**src/rtl/icc_pkg.sv**
```systemverilog
package icc_pkg;
    localparam int LINES = 32;
    localparam int AW    = 5;
    localparam int SELW  = 2;
    localparam int NCTL  = 3;

    localparam logic [AW-1:0] OFF_EN   = AW'(8'h00);
    localparam logic [AW-1:0] OFF_RAW  = AW'(8'h04);
    localparam logic [AW-1:0] OFF_ST   = AW'(8'h08);
    localparam logic [AW-1:0] OFF_POL  = AW'(8'h0C);
    localparam logic [AW-1:0] OFF_TYP  = AW'(8'h10);
    localparam logic [AW-1:0] OFF_ROUTE = AW'(8'h14);

    // cascade positions on the main controller
    localparam int POS_S1_IRQ = 0;
    localparam int POS_S2_IRQ = 1;
    localparam int POS_S2_FIQ = LINES - 2;
    localparam int POS_S1_FIQ = LINES - 1;

    localparam logic [LINES-1:0] CASC_MASK =
        (LINES'(1) << POS_S1_IRQ) | (LINES'(1) << POS_S2_IRQ) |
        (LINES'(1) << POS_S2_FIQ) | (LINES'(1) << POS_S1_FIQ);
    localparam logic [LINES-1:0] MAIN_ROUTE_INIT =
        (LINES'(1) << POS_S2_FIQ) | (LINES'(1) << POS_S1_FIQ);

    typedef struct packed {
        logic [LINES-1:0] en;
        logic [LINES-1:0] pol;
        logic [LINES-1:0] typ;
        logic [LINES-1:0] route;
        logic [LINES-1:0] st;
        logic [LINES-1:0] prev;
    } ctl_state_t;

    typedef struct packed {
        logic [LINES-1:0] s1;
        logic [LINES-1:0] s2;
    } sync_state_t;
endpackage

```
**src/rtl/icc_sync.sv**
```systemverilog
module icc_sync
    import icc_pkg::*;
(
    input  logic             clk,
    input  logic             rst_n,
    input  logic [LINES-1:0] async_i,
    output logic [LINES-1:0] sync_o
);
    sync_state_t s_d, s_q;

    always_comb begin
        s_d    = s_q;
        s_d.s1 = async_i;
        s_d.s2 = s_q.s1;
    end

    always_ff @(posedge clk or negedge rst_n) begin
        if (!rst_n) s_q <= '0;
        else        s_q <= s_d;
    end

    assign sync_o = s_q.s2;
endmodule

```
**src/rtl/icc_unit.sv**
```systemverilog
module icc_unit
    import icc_pkg::*;
#(
    parameter logic [LINES-1:0] EN_INIT    = '0,
    parameter logic [LINES-1:0] ROUTE_INIT = '0
) (
    input  logic             clk,
    input  logic             rst_n,
    input  logic             wr_i,
    input  logic [AW-1:0]    addr_i,
    input  logic [LINES-1:0] wdata_i,
    input  logic [LINES-1:0] line_i,
    output logic [LINES-1:0] rdata_o,
    output logic             irq_o,
    output logic             fiq_o,
    output logic [LINES-1:0] en_o,
    output logic [LINES-1:0] st_o,
    output logic [LINES-1:0] typ_o,
    output logic [LINES-1:0] raw_o
);
    ctl_state_t s_d, s_q;
    logic [LINES-1:0] corr, clr, edge_hit, live;

    always_comb begin
        s_d      = s_q;
        corr     = ~(line_i ^ s_q.pol);
        clr      = (wr_i && addr_i == OFF_ST) ? wdata_i : '0;
        edge_hit = corr & ~s_q.prev;
        s_d.st   = (s_q.typ & ((s_q.st & ~clr) | edge_hit)) | (~s_q.typ & corr);
        s_d.prev = corr;
        if (wr_i) begin
            case (addr_i)
                OFF_EN:    s_d.en    = wdata_i;
                OFF_POL:   s_d.pol   = wdata_i;
                OFF_TYP:   s_d.typ   = wdata_i;
                OFF_ROUTE: s_d.route = wdata_i;
                default:   ;
            endcase
        end
    end

    always_ff @(posedge clk or negedge rst_n) begin
        if (!rst_n) begin
            s_q       <= '0;
            s_q.en    <= EN_INIT;
            s_q.pol   <= '1;
            s_q.route <= ROUTE_INIT;
        end else begin
            s_q <= s_d;
        end
    end

    always_comb begin
        case (addr_i)
            OFF_EN:    rdata_o = s_q.en;
            OFF_RAW:   rdata_o = corr;
            OFF_ST:    rdata_o = s_q.st;
            OFF_POL:   rdata_o = s_q.pol;
            OFF_TYP:   rdata_o = s_q.typ;
            OFF_ROUTE: rdata_o = s_q.route;
            default:   rdata_o = '0;
        endcase
    end

    assign live  = s_q.st & s_q.en;
    assign irq_o = |(live & ~s_q.route);
    assign fiq_o = |(live & s_q.route);
    assign en_o  = s_q.en;
    assign st_o  = s_q.st;
    assign typ_o = s_q.typ;
    assign raw_o = corr;
endmodule

```
**src/rtl/icc_top.sv**
```systemverilog
module icc_top
    import icc_pkg::*;
(
    input  logic             clk,
    input  logic             rst_n,
    input  logic [LINES-1:0] main_lines_i,
    input  logic [LINES-1:0] sub1_lines_i,
    input  logic [LINES-1:0] sub2_lines_i,
    input  logic [SELW-1:0]  reg_sel_i,
    input  logic [AW-1:0]    reg_addr_i,
    input  logic             reg_wr_i,
    input  logic [LINES-1:0] reg_wdata_i,
    output logic [LINES-1:0] reg_rdata_o,
    output logic             irq_o,
    output logic             fiq_o
);
    logic [LINES-1:0] ext_a  [NCTL];
    logic [LINES-1:0] sync_a [NCTL];
    logic [LINES-1:0] line_a [NCTL];
    logic [LINES-1:0] rd_a   [NCTL];
    logic [LINES-1:0] en_a   [NCTL];
    logic [LINES-1:0] st_a   [NCTL];
    logic [LINES-1:0] typ_a  [NCTL];
    logic [LINES-1:0] raw_a  [NCTL];
    logic [NCTL-1:0]  irq_a, fiq_a;
    logic [LINES-1:0] casc;

    assign ext_a[0] = main_lines_i;
    assign ext_a[1] = sub1_lines_i;
    assign ext_a[2] = sub2_lines_i;

    always_comb begin
        casc             = '0;
        casc[POS_S1_IRQ] = irq_a[1];
        casc[POS_S2_IRQ] = irq_a[2];
        casc[POS_S2_FIQ] = fiq_a[2];
        casc[POS_S1_FIQ] = fiq_a[1];
    end

    for (genvar k = 0; k < NCTL; k++) begin : g_ctl
        icc_sync u_sync (
            .clk     (clk),
            .rst_n   (rst_n),
            .async_i (ext_a[k]),
            .sync_o  (sync_a[k])
        );

        if (k == 0) begin : g_main_in
            assign line_a[k] = (casc & CASC_MASK) | (sync_a[k] & ~CASC_MASK);
        end else begin : g_sub_in
            assign line_a[k] = sync_a[k];
        end

        icc_unit #(
            .EN_INIT    ((k == 0) ? CASC_MASK : LINES'(0)),
            .ROUTE_INIT ((k == 0) ? MAIN_ROUTE_INIT : LINES'(0))
        ) u_unit (
            .clk     (clk),
            .rst_n   (rst_n),
            .wr_i    (reg_wr_i && (reg_sel_i == SELW'(k))),
            .addr_i  (reg_addr_i),
            .wdata_i (reg_wdata_i),
            .line_i  (line_a[k]),
            .rdata_o (rd_a[k]),
            .irq_o   (irq_a[k]),
            .fiq_o   (fiq_a[k]),
            .en_o    (en_a[k]),
            .st_o    (st_a[k]),
            .typ_o   (typ_a[k]),
            .raw_o   (raw_a[k])
        );
    end

    always_comb begin
        reg_rdata_o = '0;
        for (int k = 0; k < NCTL; k++) begin
            if (reg_sel_i == SELW'(k)) reg_rdata_o = rd_a[k];
        end
    end

    assign irq_o = irq_a[0];
    assign fiq_o = fiq_a[0];
endmodule

```
**config.mk**
```make
export PLATFORM = sky130hd
export DESIGN_NAME = icc_top
export DESIGN_NICKNAME = d
export VERILOG_FILES = /design/src/rtl/icc_pkg.sv /design/src/rtl/icc_sync.sv /design/src/rtl/icc_unit.sv /design/src/rtl/icc_top.sv
export SDC_FILE = /design/constraint.sdc
export NUM_CORES = 1
export LEC_CHECK = 0
export BUFFER_PORTS_ARGS = -buffer_cell sky130_fd_sc_hd__buf_4
export CAP_MARGIN = 15
export CORE_MARGIN = 3
export CORE_UTILIZATION = 65
export CTS_BUF_LIST = sky130_fd_sc_hd__clkbuf_4
export DETAILED_ROUTE_END_ITERATION = 10
export GPL_ROUTABILITY_DRIVEN = 0
export PLACE_DENSITY = 0.82
export SLEW_MARGIN = 20
export SYNTH_ARGS = -nofsm -noshare
export SYNTH_HDL_FRONTEND = slang
export SYNTH_HIERARCHICAL = 1
export SYNTH_SLANG_ARGS = --single-unit
```
**constraint.sdc**
```tcl
create_clock -name clk -period 5.9 [get_ports clk]
set_clock_uncertainty 0.05 [all_clocks]
set_input_delay 1.18 -clock clk [delete_from_list [all_inputs] [get_ports clk]]
set_output_delay 1.18 -clock clk [all_outputs]
set_load 0.01 [all_outputs]
```
# --- Word-level counts from Yosys, hierarchy flattened ---
# Cells that the tools add are included.
classes:
  n_eq_ne: 7
  n_mux: 9
  bitwise: 46
  reduce_logical: 26
op_table:
  columns: ["op", "count"]
  rows:
  - ["32-bit bitwise AND", 21]
  - ["32-bit case mux with 6 select lines", 3]
  - ["32-bit NOT", 15]
  - ["32-bit 2-to-1 mux", 6]
  - ["32-bit OR", 6]
  - ["32-bit OR reduction", 6]
  - ["32-bit XOR", 3]
  - ["32-bit by 30-bit OR with 32-bit output", 1]
  - ["2-bit AND reduction", 12]
  - ["5-bit by 4-bit == test with 1-bit output, second input constant", 2]
  - ["5-bit == test, second input constant", 2]
  - ["1-bit logical AND", 6]
  - ["5-bit by 3-bit == test with 1-bit output, second input constant", 1]
  - ["5-bit zero test", 1]
  - ["2-bit by 1-bit == test with 1-bit output, second input constant", 1]
  - ["2-bit == test, second input constant", 1]
  - ["2-bit zero test", 1]
totals:
  regBits: 764

# --- Logic depth before layout (Yosys ltp) ---
# Gate-level depths: netlist (run 1).
logic_depth:
  word_depth: 10
  depth_mapped: 9
  depth_no_buf: 9

# --- Cells and area by module ---
# Netlist (run 1), hierarchy kept.
by_module_without_submodules:
  columns: ["module", "n_inst", "cells_per_inst", "area_each_um2", "seq_area_each_um2"]
  rows:
  - ["icc_unit at g_ctl[1].u_unit ...", 2, 853, 9854.5, 4844.6]
  - ["icc_unit at g_ctl[0].u_unit", 1, 853, 9862.0, 4852.2]
  - ["icc_sync", 3, 64, 1601.5, 1601.5]
  - ["icc_top", 1, 80, 749.5, 0.0]

# --- Worst setup path before layout (run 1) ---
# No wires, ideal clock.
synth_timing:
  kind: "input port to output port"
  startpoint: "input reg_addr_i[4]"
  endpoint: "output reg_rdata_o[17]"
  arrival_ns: 2.485
  required_time_ns: 4.670
  slack_ns: 2.185
  path_stages: 7
  n_path_buf: 1
  path_cell_list: "nor3_2 nor3b_4 clkbuf_1 a22oi_1 nand3_1 mux2i_1 o2bb2ai_1"
synth_lines:
  columns: ["element", "line", "source"]
  rows:
  - ["from (decl)", "icc_top.sv:10", "input logic [AW-1:0] reg_addr_i,"]
  - ["to (decl)", "icc_top.sv:13", "output logic [LINES-1:0] reg_rdata_o,"]

==> results of run 1 <==
how the worst max path moves through the flow:
stage	start	to
after global routing	g_ctl[2].u_unit/en_o[1]$_DFFE_PN0P_	reg_rdata_o[1]
after detailed placement	reg_addr_i[2]	reg_rdata_o[11]
after CTS	g_ctl[2].u_unit/en_o[1]$_DFFE_PN0P_	reg_rdata_o[1]
after global placement	reg_addr_i[4]	reg_rdata_o[11]
final	g_ctl[2].u_unit/en_o[1]$_DFFE_PN0P_	reg_rdata_o[1]
after floorplan	reg_addr_i[4]	reg_rdata_o[17]
sequential cells by signal, indices dropped and copies added, names as in the netlist:
register	flops
g_ctl.u_unit/typ_o	96
g_ctl.u_sync/sync_o	92
g_ctl.u_unit/st_o	96
g_ctl.u_unit/s_q	288
g_ctl.u_unit/en_o	96
g_ctl.u_sync/s_d	92
power breakdown:
| part | switching (W) | internal, W |
|---|---|---|
| clock network | 0.00211 | 0.00244 |
| registers | 0.000448 | 0.00575 |
| logic | 0.000586 | 0.000475 |
| total | 0.00314 | 0.00866 |
per-stage QoR:
step                      area (µm²)  cells  setup slack, ns  utilization
after floorplan                32000   2439             2.18            -
after CTS                      36300   3517            0.942        0.752
final                          36300   3524            0.817        0.753
after global routing           36300   3523            0.703        0.753
after global placement         33800   3174             1.09        0.700
after detailed placement       33800   3174             1.06        0.700
layer usage:
layer | GRT usage | vias up | part of all wire
li1 | - | 9886 | -
met5 | 0 | - | 0.00014
met3 | 0.111 | 293 | 0.11
met4 | 0.209 | 2 | 0.060
met1 | 0.460 | 11938 | 0.37
met2 | 0.540 | 1501 | 0.46
cell type report:
type | instances | area (µm²)
fill | 3190 | 11900
clock buffer | 308 | 2310
clock inverter | 35 | 203
sequential | 760 | 19100
antenna | 7 | 17.5
timing repair buffer | 214 | 1730
multi-input combinational | 1544 | 12100
tap | 656 | 821
worst register-to-register path, stage by stage, from the launching register on:
cell and delay, ns:
dfrtp_1 0.41, nand3b_1 0.20, o2111ai_1 0.14, nor3_1 0.43, nand4_1 0.27, xnor2_1 0.35
a32o_1 0.20
==> impl_metrics.yaml, run 1 <==
outcome:
  status: "completed"
route:
  wl_um: 93000
  ant_nets: 0
  drt_first_iter_violations: 2966
  dr.pass1.iters: 8
  avgRoutedWirePerCell_um: 26.4
  viasPerCell: 6.70
  drc: 0
  dr_total_vias: 23620
setup_path:
  cp_cell_sequence: "nand2_1 > o22ai_1 > nor4_1 > nand4_1 > xnor2_1 > a22oi_1 > nand3_1 > mux2i_1 > o2bb2ai_1 > buf_4"
  cp_num_cells: 10
  reg2reg_from: "g_ctl[1].u_unit/st_o[22]$_DFF_PN0_"
  critical_path_class: "reg2out"
  cp-end-kind: "output pin"
  crit_buf_inv: 1
  ff2ff_path_depth: 6
  path_delay_family: "simple AND/OR/NAND/NOR gates"
  startpoint_type: "flop"
  timing.rr.end: "g_ctl[0].u_unit/st_o[0]$_DFF_PN0_"
  required_ns: 4.67
  slowest_delay_ns: 0.50
  timing.reg2reg.setup_slack_ns: 3.77
  slowest_stage: "mux2i_1"
  cp.arrival_ns: 3.85
  cp_max_fo: 4
cts:
  ctsResizeCount: 0
  post_cts_buffers: 0
  cts_tree: "done"
  insertion_delay_ns: 1.04
  clkSinkCount: 760
  cts_buffer_depth: 3
  ctsRootBufferMaster: "clkbuf_4"
  htreeDepth: 4
  numCtsBuffers: 187
  hold_buffers: 0
  clkTransAtPathRegs_ns: 0.07
placed_design:
  dp_hpwl_um: 60600
  port_buffers: 167
timing:
  min_period_over_period: 0.862
  fmax_mhz: 197
  min_period_ns: 5.08
  hold_viol: 0
  final.setup.tns_ns: 0
  drv_slew: 0
  maxSlewHeadroom: 0.357
  setup_viol: 0
  rsz0062_at_grt: "false"
  hold_slack_ns: 0.194
  tightest_slew_ns: 0.960
die:
  pin_count: 172
  floorplan.die_area_um2: 52000
  die_h_um: 228
  num_rows: 80
  coreArea_um2: 48200
  fp.dieW_um: 228
  start_util: 0.664
global_routing:
  grt_pass1_wl_um: 141000
  grt_pass1_vias: 24344
  grt_antenna_before_repair: 6
  gr-total-overflow: 0
  grt_usage: 0.357
  grt_max_degree: 153
synth:
  syn_nets: 2577
  postSynthAreaPerCell_um2: 13.1
  syn_inst: 2439
  netlist_area_um2: 32000
  yosysWarnings: 6
layout:
  final_nets: 2845
  area_growth_pct: 13.3
  mostFrequentLayoutCells: "dfrtp_1, clkbuf_4, a22oi_1, nand3_1, mux2_2"
  final_common_cell: "dfrtp_1"
  drive_above_1_share: 0.328
job:
  drv_cap: 0
worst_hold_path:
  holdCritPathClass: "in2async"
power_and_ir_drop:
  power_density_nw_per_um2: 325
  ir_drop_v: 0.000289
  p_leak_nw: 16.2
  total_power_w: 0.0118
Note: power is estimated with default switching activity, not from simulation.
==> run 2: changes to the inputs <==
MAX_ROUTING_LAYER = met4   (was unset)
==> impl_metrics.yaml, run 2 (synthesis results as in run 1) <==
setup_path:
  cp_max_fo: 4
  cp-end-kind: "output pin"
  timing.rr.end: "g_ctl[0].u_unit/st_o[0]$_DFF_PN0_"
  required_ns: 4.67
  reg2reg_from: "g_ctl[1].u_unit/st_o[22]$_DFF_PN0_"
  timing.reg2reg.setup_slack_ns: 3.76
  cp.arrival_ns: 3.85
  startpoint_type: "flop"
  cp_cell_sequence: "nand2_1 > o22ai_1 > nor4_1 > nand4_1 > xnor2_1 > a22oi_1 > nand3_1 > mux2i_1 > o2bb2ai_1 > buf_4"
  slowest_delay_ns: 0.50
  ff2ff_path_depth: 6
  critical_path_class: "reg2out"
  slowest_stage: "mux2i_1"
route:
  wl_um: 93000
  ant_nets: 0
  drt_first_iter_violations: 3023
  dr_total_vias: 23677
  dr.pass1.iters: 6
  avgRoutedWirePerCell_um: 26.4
  viasPerCell: 6.71
  drc: 0
cts:
  cts_buffer_depth: 3
  ctsResizeCount: 0
  clkSinkCount: 760
  post_cts_buffers: 0
  hold_buffers: 0
  insertion_delay_ns: 1.03
  ctsRootBufferMaster: "clkbuf_4"
  numCtsBuffers: 187
  htreeDepth: 4
  cts_tree: "done"
  clkTransAtPathRegs_ns: 0.07
layout:
  top_register: "g_ctl.u_unit/s_q"
  final_common_cell: "dfrtp_1"
  multi_input_area_um2: 12100
  area_growth_pct: 13.4
  mostFrequentLayoutCells: "dfrtp_1, clkbuf_4, a22oi_1, nand3_1, mux2_2"
  largest_reg_flops: 288
  drive_above_1_share: 0.328
  final_nets: 2845
  regArea_um2: 19100
  fillCellCount: 3190
die:
  die_h_um: 228
  start_util: 0.664
  num_rows: 80
  pin_count: 172
  floorplan.die_area_um2: 52000
  fp.dieW_um: 228
  coreArea_um2: 48200
timing:
  tightest_slew_ns: 0.989
  rsz0062_at_grt: "false"
  hold_viol: 0
  hold_slack_ns: 0.196
  min_period_over_period: 0.860
  final.setup.tns_ns: 0
  min_period_ns: 5.08
  drv_slew: 0
  fmax_mhz: 197
  setup_viol: 0
  maxSlewHeadroom: 0.338
power_and_ir_drop:
  p_switching_w: 0.00314
  ir_drop_v: 0.000286
  switching_share: 0.266
  intPower_w: 0.00866
  combPwrFrac: 0.090
  p_leak_nw: 16.2
  clockPowerShare: 0.384
  power_frac_seq: 0.525
  power_density_nw_per_um2: 325
job:
  drv_cap: 0
global_routing:
  grt_max_degree: 153
  gr-total-overflow: 0
  grt_pass1_wl_um: 141000
  grt_antenna_before_repair: 7
  grt_usage: 0.368
  grt_pass1_vias: 24372
outcome:
  status: "completed"
placed_design:
  dp_hpwl_um: 60600
  port_buffers: 167
worst_hold_path:
  holdCritPathClass: "in2async"
## run 2: power by group through the flow
stage                     Clock, W  Sequential [W]  Combinational [W]
after floorplan                  0         0.00613           0.000600
after global placement           0         0.00623           0.000986
after detailed placement         0         0.00627            0.00104
after CTS                  0.00461         0.00618            0.00105
after global routing       0.00491         0.00625            0.00114
final                      0.00454         0.00620            0.00106
## run 2: area by class of cell
type,count,area share
timing repair buffer,214,0.0475
multi-input combinational,1544,0.333
clock buffer,308,0.0637
antenna,10,0.000689
tap,656,0.0226
sequential,760,0.527
clock inverter,35,0.00558
## run 2: worst max-delay path: cells and delay by family (launching register included)
kind,cells,cell delay (ns)
simple gates,4,1.00
mux,1,0.50
compound gates,3,0.49
flops,1,0.41
xor+xnor,1,0.25
buf+inv,1,0.17
## run 2: worst max-delay path by stage
| stage | from | cells after the start | slack (ns) | end |
|---|---|---|---|---|
| after floorplan | reg_addr_i[4] | 7 | 2.18 | reg_rdata_o[17] |
| after global placement | reg_addr_i[4] | 9 | 1.09 | reg_rdata_o[11] |
| after detailed placement | reg_addr_i[2] | 9 | 1.06 | reg_rdata_o[11] |
| after CTS | g_ctl[2].u_unit/en_o[1]$_DFFE_PN0P_ | 10 | 0.94 | reg_rdata_o[1] |
| after global routing | g_ctl[2].u_unit/en_o[1]$_DFFE_PN0P_ | 10 | 0.71 | reg_rdata_o[1] |
| final | g_ctl[2].u_unit/en_o[1]$_DFFE_PN0P_ | 10 | 0.82 | reg_rdata_o[1] |
## run 2: metal layers
layer | up-vias | share of wire | track usage
met1 | 11902 | 0.37 | 0.462
met5 | - | 0 | -
met4 | 0 | 0.063 | 0.219
met2 | 1540 | 0.45 | 0.535
met3 | 345 | 0.12 | 0.109
li1 | 9890 | - | -
## run 2: through the flow
stage | area [µm²] | power (W) | setup slack [ns] | cells | utilization
after floorplan | 32000 | 0.00673 | 2.18 | 2439 | -
after global placement | 33800 | 0.00722 | 1.09 | 3174 | 0.700
after global routing | 36300 | 0.0123 | 0.708 | 3526 | 0.753
after CTS | 36300 | 0.0118 | 0.942 | 3517 | 0.752
final | 36300 | 0.0118 | 0.825 | 3527 | 0.753
after detailed placement | 33800 | 0.00731 | 1.06 | 3174 | 0.700
